### config.mk
export PLATFORM = sky130hd
export DESIGN_NAME = iso_mbox_ctrl
export DESIGN_NICKNAME = d
export VERILOG_FILES = /design/src/rtl/iso_mbox_pkg.sv /design/src/rtl/iso_in_sync.sv /design/src/rtl/iso_edge_cnt.sv /design/src/rtl/iso_pat_match.sv /design/src/rtl/iso_mbox_ctrl.sv
export SDC_FILE = /design/constraint.sdc
export NUM_CORES = 1
export LEC_CHECK = 0
export BUFFER_PORTS_ARGS = -buffer_cell sky130_fd_sc_hd__buf_2
export CORE_MARGIN = 1
export CORE_UTILIZATION = 45
export CTS_CLUSTER_DIAMETER = 200
export DETAILED_ROUTE_END_ITERATION = 6
export HOLD_SLACK_MARGIN = 0.1
export PLACE_DENSITY = 0.67
export REMOVE_ABC_BUFFERS = 1
export SYNTH_ARGS = -nofsm -noshare
export SYNTH_HDL_FRONTEND = slang
export SYNTH_SLANG_ARGS = --single-unit
### constraint.sdc
create_clock -name clk -period 4.3 [get_ports clk]
set_clock_uncertainty 0.1 [all_clocks]
set_input_delay 0.645 -clock clk [delete_from_list [all_inputs] [get_ports clk]]
set_output_delay 0.645 -clock clk [all_outputs]
set_load 0.02 [all_outputs]
### src/rtl/iso_mbox_pkg.sv
package iso_mbox_pkg;

  localparam int NCH   = 8;
  localparam int CNT_W = 16;
  localparam int IDX_W = $clog2(NCH);

  typedef enum logic [4:0] {
    K_CLR, K_RLY_SET, K_RLY_GET, K_REG_GET, K_FW, K_HW,
    K_FLT, K_PEN, K_PVAL, K_CEN, K_CRLD, K_OVFEN, K_MEN,
    K_EDGE, K_CGET, K_RSTV, K_MATV, K_BAD
  } cmd_kind_e;

  function automatic cmd_kind_e decode_cmd(input logic [7:0] c);
    cmd_kind_e k;
    if (c[7:4] == 4'h4) begin
      k = c[3] ? K_MATV : K_RSTV;
    end else begin
      case (c)
        8'h00:   k = K_CLR;
        8'h01:   k = K_RLY_SET;
        8'h02:   k = K_RLY_GET;
        8'h07:   k = K_REG_GET;
        8'h0E:   k = K_FW;
        8'h0F:   k = K_HW;
        8'h20:   k = K_FLT;
        8'h21:   k = K_PEN;
        8'h22:   k = K_PVAL;
        8'h28:   k = K_CEN;
        8'h29:   k = K_CRLD;
        8'h2A:   k = K_OVFEN;
        8'h2B:   k = K_MEN;
        8'h2C:   k = K_EDGE;
        8'h2F:   k = K_CGET;
        default: k = K_BAD;
      endcase
    end
    return k;
  endfunction

endpackage

### src/rtl/iso_in_sync.sv
module iso_in_sync #(
  parameter int W      = 8,
  parameter int STAGES = 2
) (
  input  logic         clk,
  input  logic         rst,
  input  logic [W-1:0] d,
  output logic [W-1:0] q
);
  logic [W-1:0] st [STAGES];

  always_ff @(posedge clk) begin
    if (rst) begin
      for (int i = 0; i < STAGES; i++) st[i] <= '0;
    end else begin
      st[0] <= d;
      for (int i = 1; i < STAGES; i++) st[i] <= st[i-1];
    end
  end

  assign q = st[STAGES-1];
endmodule

### src/rtl/iso_edge_cnt.sv
module iso_edge_cnt #(
  parameter int W = 16
) (
  input  logic         clk,
  input  logic         rst,
  input  logic         lvl,
  input  logic         en,
  input  logic         fall_sel,
  input  logic         reload,
  input  logic [W-1:0] rst_val,
  input  logic [W-1:0] match_val,
  input  logic         ovf_en,
  input  logic         match_en,
  input  logic         flag_clr,
  output logic [W-1:0] count,
  output logic         ovf_flag,
  output logic         match_flag
);
  logic         prev_q;
  logic         ev;
  logic         at_top;
  logic [W-1:0] nxt;
  logic         ovf_hit;
  logic         match_hit;

  always_comb begin
    ev        = en && (fall_sel ? (prev_q && !lvl) : (!prev_q && lvl)) && !reload;
    at_top    = (count == {W{1'b1}});
    nxt       = count + 1'b1;
    ovf_hit   = ev && at_top && ovf_en;
    match_hit = ev && !at_top && (nxt == match_val) && match_en;
  end

  always_ff @(posedge clk) begin
    if (rst) begin
      prev_q     <= 1'b0;
      count      <= '0;
      ovf_flag   <= 1'b0;
      match_flag <= 1'b0;
    end else begin
      prev_q <= lvl;
      if (reload)      count <= rst_val;
      else if (ev)     count <= at_top ? rst_val : nxt;
      ovf_flag   <= (ovf_flag && !flag_clr) || ovf_hit;
      match_flag <= (match_flag && !flag_clr) || match_hit;
    end
  end
endmodule

### src/rtl/iso_pat_match.sv
module iso_pat_match #(
  parameter int W = 8
) (
  input  logic         clk,
  input  logic         rst,
  input  logic [W-1:0] lvl,
  input  logic [W-1:0] en_mask,
  input  logic [W-1:0] value,
  input  logic         flag_clr,
  output logic         flag
);
  logic hit;

  assign hit = (en_mask != '0) && (((lvl ^ value) & en_mask) == '0);

  always_ff @(posedge clk) begin
    if (rst) flag <= 1'b0;
    else     flag <= (flag && !flag_clr) || hit;
  end
endmodule

### src/rtl/iso_mbox_ctrl.sv
module iso_mbox_ctrl
  import iso_mbox_pkg::*;
#(
  parameter logic [15:0] FW_VER      = 16'h0103,
  parameter logic [15:0] HW_VER      = 16'h0002,
  parameter int          SYNC_STAGES = 2
) (
  input  logic       clk,
  input  logic       rst,
  input  logic       host_we,
  input  logic [1:0] host_waddr,
  input  logic [7:0] host_wdata,
  input  logic [1:0] host_raddr,
  output logic [7:0] host_rdata,
  input  logic [7:0] iso_in,
  output logic [7:0] relay_out,
  output logic [7:0] ovf_irq,
  output logic [7:0] match_irq,
  output logic       pat_irq
);
  localparam logic [1:0] CMD_SLOT = 2'd2;

  logic [7:0]       omb_q [4];
  logic [7:0]       imb_q [4];
  logic [NCH-1:0]   in_sync;
  logic [NCH-1:0]   flt_q, pen_q, pval_q, cen_q, oen_q, men_q, edge_q;
  logic [CNT_W-1:0] rst_val_q [NCH];
  logic [CNT_W-1:0] mat_val_q [NCH];
  logic [CNT_W-1:0] cnt_v     [NCH];
  logic             strobe;
  cmd_kind_e        kind;
  logic [IDX_W-1:0] cmd_idx;
  logic [CNT_W-1:0] opnd;
  logic [NCH-1:0]   reload_v;
  logic             flag_clr;
  logic [7:0]       sel_reg;

  assign strobe   = host_we && (host_waddr == CMD_SLOT);
  assign kind     = decode_cmd(host_wdata);
  assign cmd_idx  = host_wdata[IDX_W-1:0];
  assign opnd     = {omb_q[1], omb_q[0]};
  assign reload_v = (strobe && kind == K_CRLD) ? omb_q[0] : '0;
  assign flag_clr = strobe && (kind == K_CLR);

  always_comb begin
    case (omb_q[0])
      8'd0:    sel_reg = relay_out;
      8'd1:    sel_reg = flt_q;
      8'd2:    sel_reg = pen_q;
      8'd3:    sel_reg = pval_q;
      8'd4:    sel_reg = cen_q;
      8'd5:    sel_reg = oen_q;
      8'd6:    sel_reg = men_q;
      8'd7:    sel_reg = edge_q;
      default: sel_reg = 8'h00;
    endcase
  end

  iso_in_sync #(.W(NCH), .STAGES(SYNC_STAGES)) u_sync (
    .clk(clk), .rst(rst), .d(iso_in), .q(in_sync)
  );

  // outgoing mailbox bytes
  always_ff @(posedge clk) begin
    if (rst) begin
      for (int i = 0; i < 4; i++) omb_q[i] <= 8'h00;
    end else if (host_we) begin
      omb_q[host_waddr] <= host_wdata;
    end
  end

  // per-channel reset and match values
  always_ff @(posedge clk) begin
    if (rst) begin
      for (int i = 0; i < NCH; i++) begin
        rst_val_q[i] <= '0;
        mat_val_q[i] <= '0;
      end
    end else if (strobe) begin
      if (kind == K_RSTV) rst_val_q[cmd_idx] <= opnd;
      if (kind == K_MATV) mat_val_q[cmd_idx] <= opnd;
    end
  end

  // masks and relay register
  always_ff @(posedge clk) begin
    if (rst) begin
      relay_out <= '0;
      flt_q     <= '0;
      pen_q     <= '0;
      pval_q    <= '0;
      cen_q     <= '0;
      oen_q     <= '0;
      men_q     <= '0;
      edge_q    <= '0;
    end else if (strobe) begin
      case (kind)
        K_RLY_SET: relay_out <= omb_q[0];
        K_FLT:     flt_q     <= omb_q[0];
        K_PEN:     pen_q     <= omb_q[0];
        K_PVAL:    pval_q    <= omb_q[0];
        K_CEN:     cen_q     <= omb_q[0];
        K_OVFEN:   oen_q     <= omb_q[0];
        K_MEN:     men_q     <= omb_q[0];
        K_EDGE:    edge_q    <= omb_q[0];
        default:   ;
      endcase
    end
  end

  // incoming mailbox bytes
  always_ff @(posedge clk) begin
    if (rst) begin
      for (int i = 0; i < 4; i++) imb_q[i] <= 8'h00;
    end else if (strobe) begin
      imb_q[2] <= (kind == K_BAD) ? 8'hFF : host_wdata;
      case (kind)
        K_CLR:     imb_q[3] <= in_sync;
        K_RLY_GET: imb_q[0] <= relay_out;
        K_REG_GET: imb_q[0] <= sel_reg;
        K_FW:      {imb_q[1], imb_q[0]} <= FW_VER;
        K_HW:      {imb_q[1], imb_q[0]} <= HW_VER;
        K_CGET:    {imb_q[1], imb_q[0]} <= cnt_v[omb_q[0][IDX_W-1:0]];
        default:   ;
      endcase
    end
  end

  always_ff @(posedge clk) begin
    if (rst) host_rdata <= 8'h00;
    else     host_rdata <= imb_q[host_raddr];
  end

  for (genvar g = 0; g < NCH; g++) begin : g_ch
    iso_edge_cnt #(.W(CNT_W)) u_cnt (
      .clk       (clk),
      .rst       (rst),
      .lvl       (in_sync[g]),
      .en        (cen_q[g]),
      .fall_sel  (edge_q[g]),
      .reload    (reload_v[g]),
      .rst_val   (rst_val_q[g]),
      .match_val (mat_val_q[g]),
      .ovf_en    (oen_q[g]),
      .match_en  (men_q[g]),
      .flag_clr  (flag_clr),
      .count     (cnt_v[g]),
      .ovf_flag  (ovf_irq[g]),
      .match_flag(match_irq[g])
    );
  end

  iso_pat_match #(.W(NCH)) u_pat (
    .clk(clk), .rst(rst), .lvl(in_sync), .en_mask(pen_q), .value(pval_q),
    .flag_clr(flag_clr), .flag(pat_irq)
  );
endmodule

==> metrics.yaml <==
dpl-instance-area_mm2: 0.0303
startpoint: "host_wdata[0]"
cts_root_buffer: "clkbuf_16"
cp.arrival_ns: 3.84
fillers: 5710
initial_utilization_pct: 45.8
yosysSeqAreaShare_pct: 47.0
synthCells: 2945
dp_slack_ns: 0.133
synth_edf_count: 272
cap_violations: 0
cts.clk_slew.worst_paths_ns: 0.06
drt_iter0_drc: 2935
path_class: "primary input to register"
ir_worst_vdd_v: 0.000330
drive_above_1_share_pct: 13.3
grt_max_degree: 140
ant_nets: 0
synthFlopType: "dfxtp_1"
syn_avg_cell_area_um2: 9.84
synth_area_mm2: 0.0290
synth-seq-cells: 545
synth_compound_area_share_pct: 13.7
drv_slew: 0
numPortBuffers: 55
hold_path.class: "primary input to register"
met3_wirelength_um: 9210
drc: 0
final_cell_mix: "dfxtp_1 (273), edfxtp_1 (272), nand2_1 (235)"
status: "complete, no violations"
ios: 56
synth-adder-area-share_pct: 0.475
mostFrequentLayoutCell: "dfxtp_1"
multi_input_area_mm2: 0.0143
end_kind: "register"
rsz0062_at_grt: "false"
r2r_start: "g_ch[0].u_cnt.count[0]"
routabilityCongestion: 0.957
wirelength_um: 98700
ff2ff_setup_slack_ns: 0.90
antenna_found_initial: 7
ys_types: 97
setup_violations: 0
synth_xor_area_share_pct: 7.24
die_h_um: 256
dp_hpwl_um: 67800
die_w_um: 256
startpoint_type: "primary input"
fin_nets: 2981
finalCoreUtilization_pct: 51.2
wl_met2_um: 45400
hold_depth: 2
async_flop_share_pct: 0
cts_tree: "done"
r2r-end: "g_ch[0].u_cnt.count[2]"
clk_latency_ns: 0.66
synth_top_family_by_area: "simple AND/OR/NAND/NOR gates"
htreeDepth: 2
final-seq-area_mm2: 0.0136
finalHoldViolCount: 0
min_period_ns: 3.62
layoutNonFillerInstCount: 3844
grt_use_total_pct: 29.6
vias: 24000
finalInstanceArea_mm2: 0.0324
top_layer: "met5"
clock_path_buffers: 3
wire_per_inst_um: 25.7
die_area_mm2: 0.0654
firstDrtPassIters: 6
hold_start: "iso_in[1]"
fmaxAchievable_mhz: 276
tightest_slew_ns: 1.24
hold_path_end: "u_sync.st[0][1]"
cts.sinks: 545
numCtsBuffers: 59
cts_setup_buffers: 0
yosys_warnings: 0
met1Wirelength_um: 39600
required_ns: 4.52
synthMuxAreaShare_pct: 6.80
p_per_area_mw_per_mm2: 361
p_leak_nw: 11.6
viasPerCell: 6.24
crit_fanout: 16
diodes: 0
grt_pass1_vias: 22800
grt-ovfl-total: 0
dpl.cell_count: 3728
period_share_pct: 84.2
rows: 92
areaGrowthSynthToFinish_pct: 11.8
finalPower_w: 0.0117
core_mm2: 0.0633
worst_slack_ns: 0.679
reg2regPathDepth: 7
synthSimpleGateAreaFrac_pct: 20.9
grt_pass1_wl_um: 147000
relSlewSlack_pct: 17.0
## worst max path at each step
stage	end	slack, ns	cells past startpoint
2_1_floorplan	rst_val_q[0][0]	-0.45	8
3_3_place_gp	mat_val_q[4][10]	0.22	11
3_5_place_dp	mat_val_q[2][10]	0.13	10
4_1_cts	mat_val_q[4][15]	0.77	11
5_1_grt	mat_val_q[4][9]	0.54	11
6_report	mat_val_q[4][14]	0.68	11
## critical path, cell delays in order
cell	delay (ns)
buf_2	0.23
inv_1	0.12
ha_1	0.36
nand2b_1	0.16
a21oi_1	0.25
nor2_1	0.15
o31ai_1	0.42
nand4_1	0.62
buf_4	0.43
o21ai_1	0.17
buf_4	0.28
## synth_stat cells, drive strengths merged (48+ instances only)
cell / n / share of area, %
clkbuf: 157 / 2.0
xor2: 87 / 2.6
nand2: 236 / 3.1
nor3: 152 / 2.7
mux4: 50 / 3.9
and2: 199 / 4.3
a31oi: 48 / 1.1
nor2: 193 / 2.5
edfxtp: 272 / 28
nand4: 57 / 1.2
nand3: 123 / 2.3
dfxtp: 273 / 19
mux2i: 63 / 2.2
xnor2: 150 / 4.5
buf: 70 / 1.4
a21oi: 191 / 3.3
o21ai: 112 / 1.9
## metrics by stage
stage	TNS, ns	hold WS [ns]
4_1_cts	0	0.118
3_3_place_gp	0	0.323
5_1_grt	0	0.155
6_report	0	0.141
2_1_floorplan	-104.23	0.314
3_5_place_dp	0	0.322
## state kept, by name (all words and copies together), names as in the netlist
register               flops
g_ch.u_cnt.count         128
mat_val_q                128
rst_val_q                128
imb_q                     32
omb_q                     16
u_sync.st                 16
cen_q                      8
edge_q                     8
flt_q                      8
g_ch.u_cnt.match_flag      8
g_ch.u_cnt.ovf_flag        8
g_ch.u_cnt.prev_q          8
host_rdata                 8
men_q                      8
oen_q                      8
pen_q                      8
pval_q                     8
relay_out                  8
u_pat.flag                 1
## what timing repair did
action | CTS | global route
hold buffers | 4 | 0
resized for setup | 0 | 0
endpoints found under the hold margin | 4 | 0
## cell families (layout without fill, tap and decap cells)
| group | after synthesis | after routing |
|---|---|---|
| AOI/OAI and AO/OA | 600 | 600 |
| xor gates and xnor gates | 238 | 238 |
| adders and majority gates | 11 | 11 |
| buffers and inverters | 260 | 313 |
| DFF | 545 | 545 |
| muxes | 132 | 132 |
| and+or+nand+nor | 1159 | 1159 |
## report_power, final
| part | total (W) | leakage (nW) | internal, W | switching (W) |
|---|---|---|---|---|
| Clock | 0.00550 | 0.999 | 0.00318 | 0.00231 |
| Combinational | 0.000602 | 5.46 | 0.000173 | 0.000429 |
| Sequential | 0.00560 | 5.11 | 0.00553 | 0.0000783 |
| Total | 0.0117 | 11.6 | 0.00888 | 0.00282 |
## layer usage
metal	track usage [%]	vias up
met5	0	-
met4	12.4	2
li1	-	10800
met2	47.6	1298
met1	39.9	11700
met3	4.27	238
## area by class of cell
cell class,instances,area share [%]
sequential,545,42.1
tap,846,3.27
clock inverter,41,1.63
inverter,33,0.382
multi-input combinational,2140,44.0
timing repair buffer,168,3.79
clock buffer,71,4.85
(Power assumes the default switching activity.)
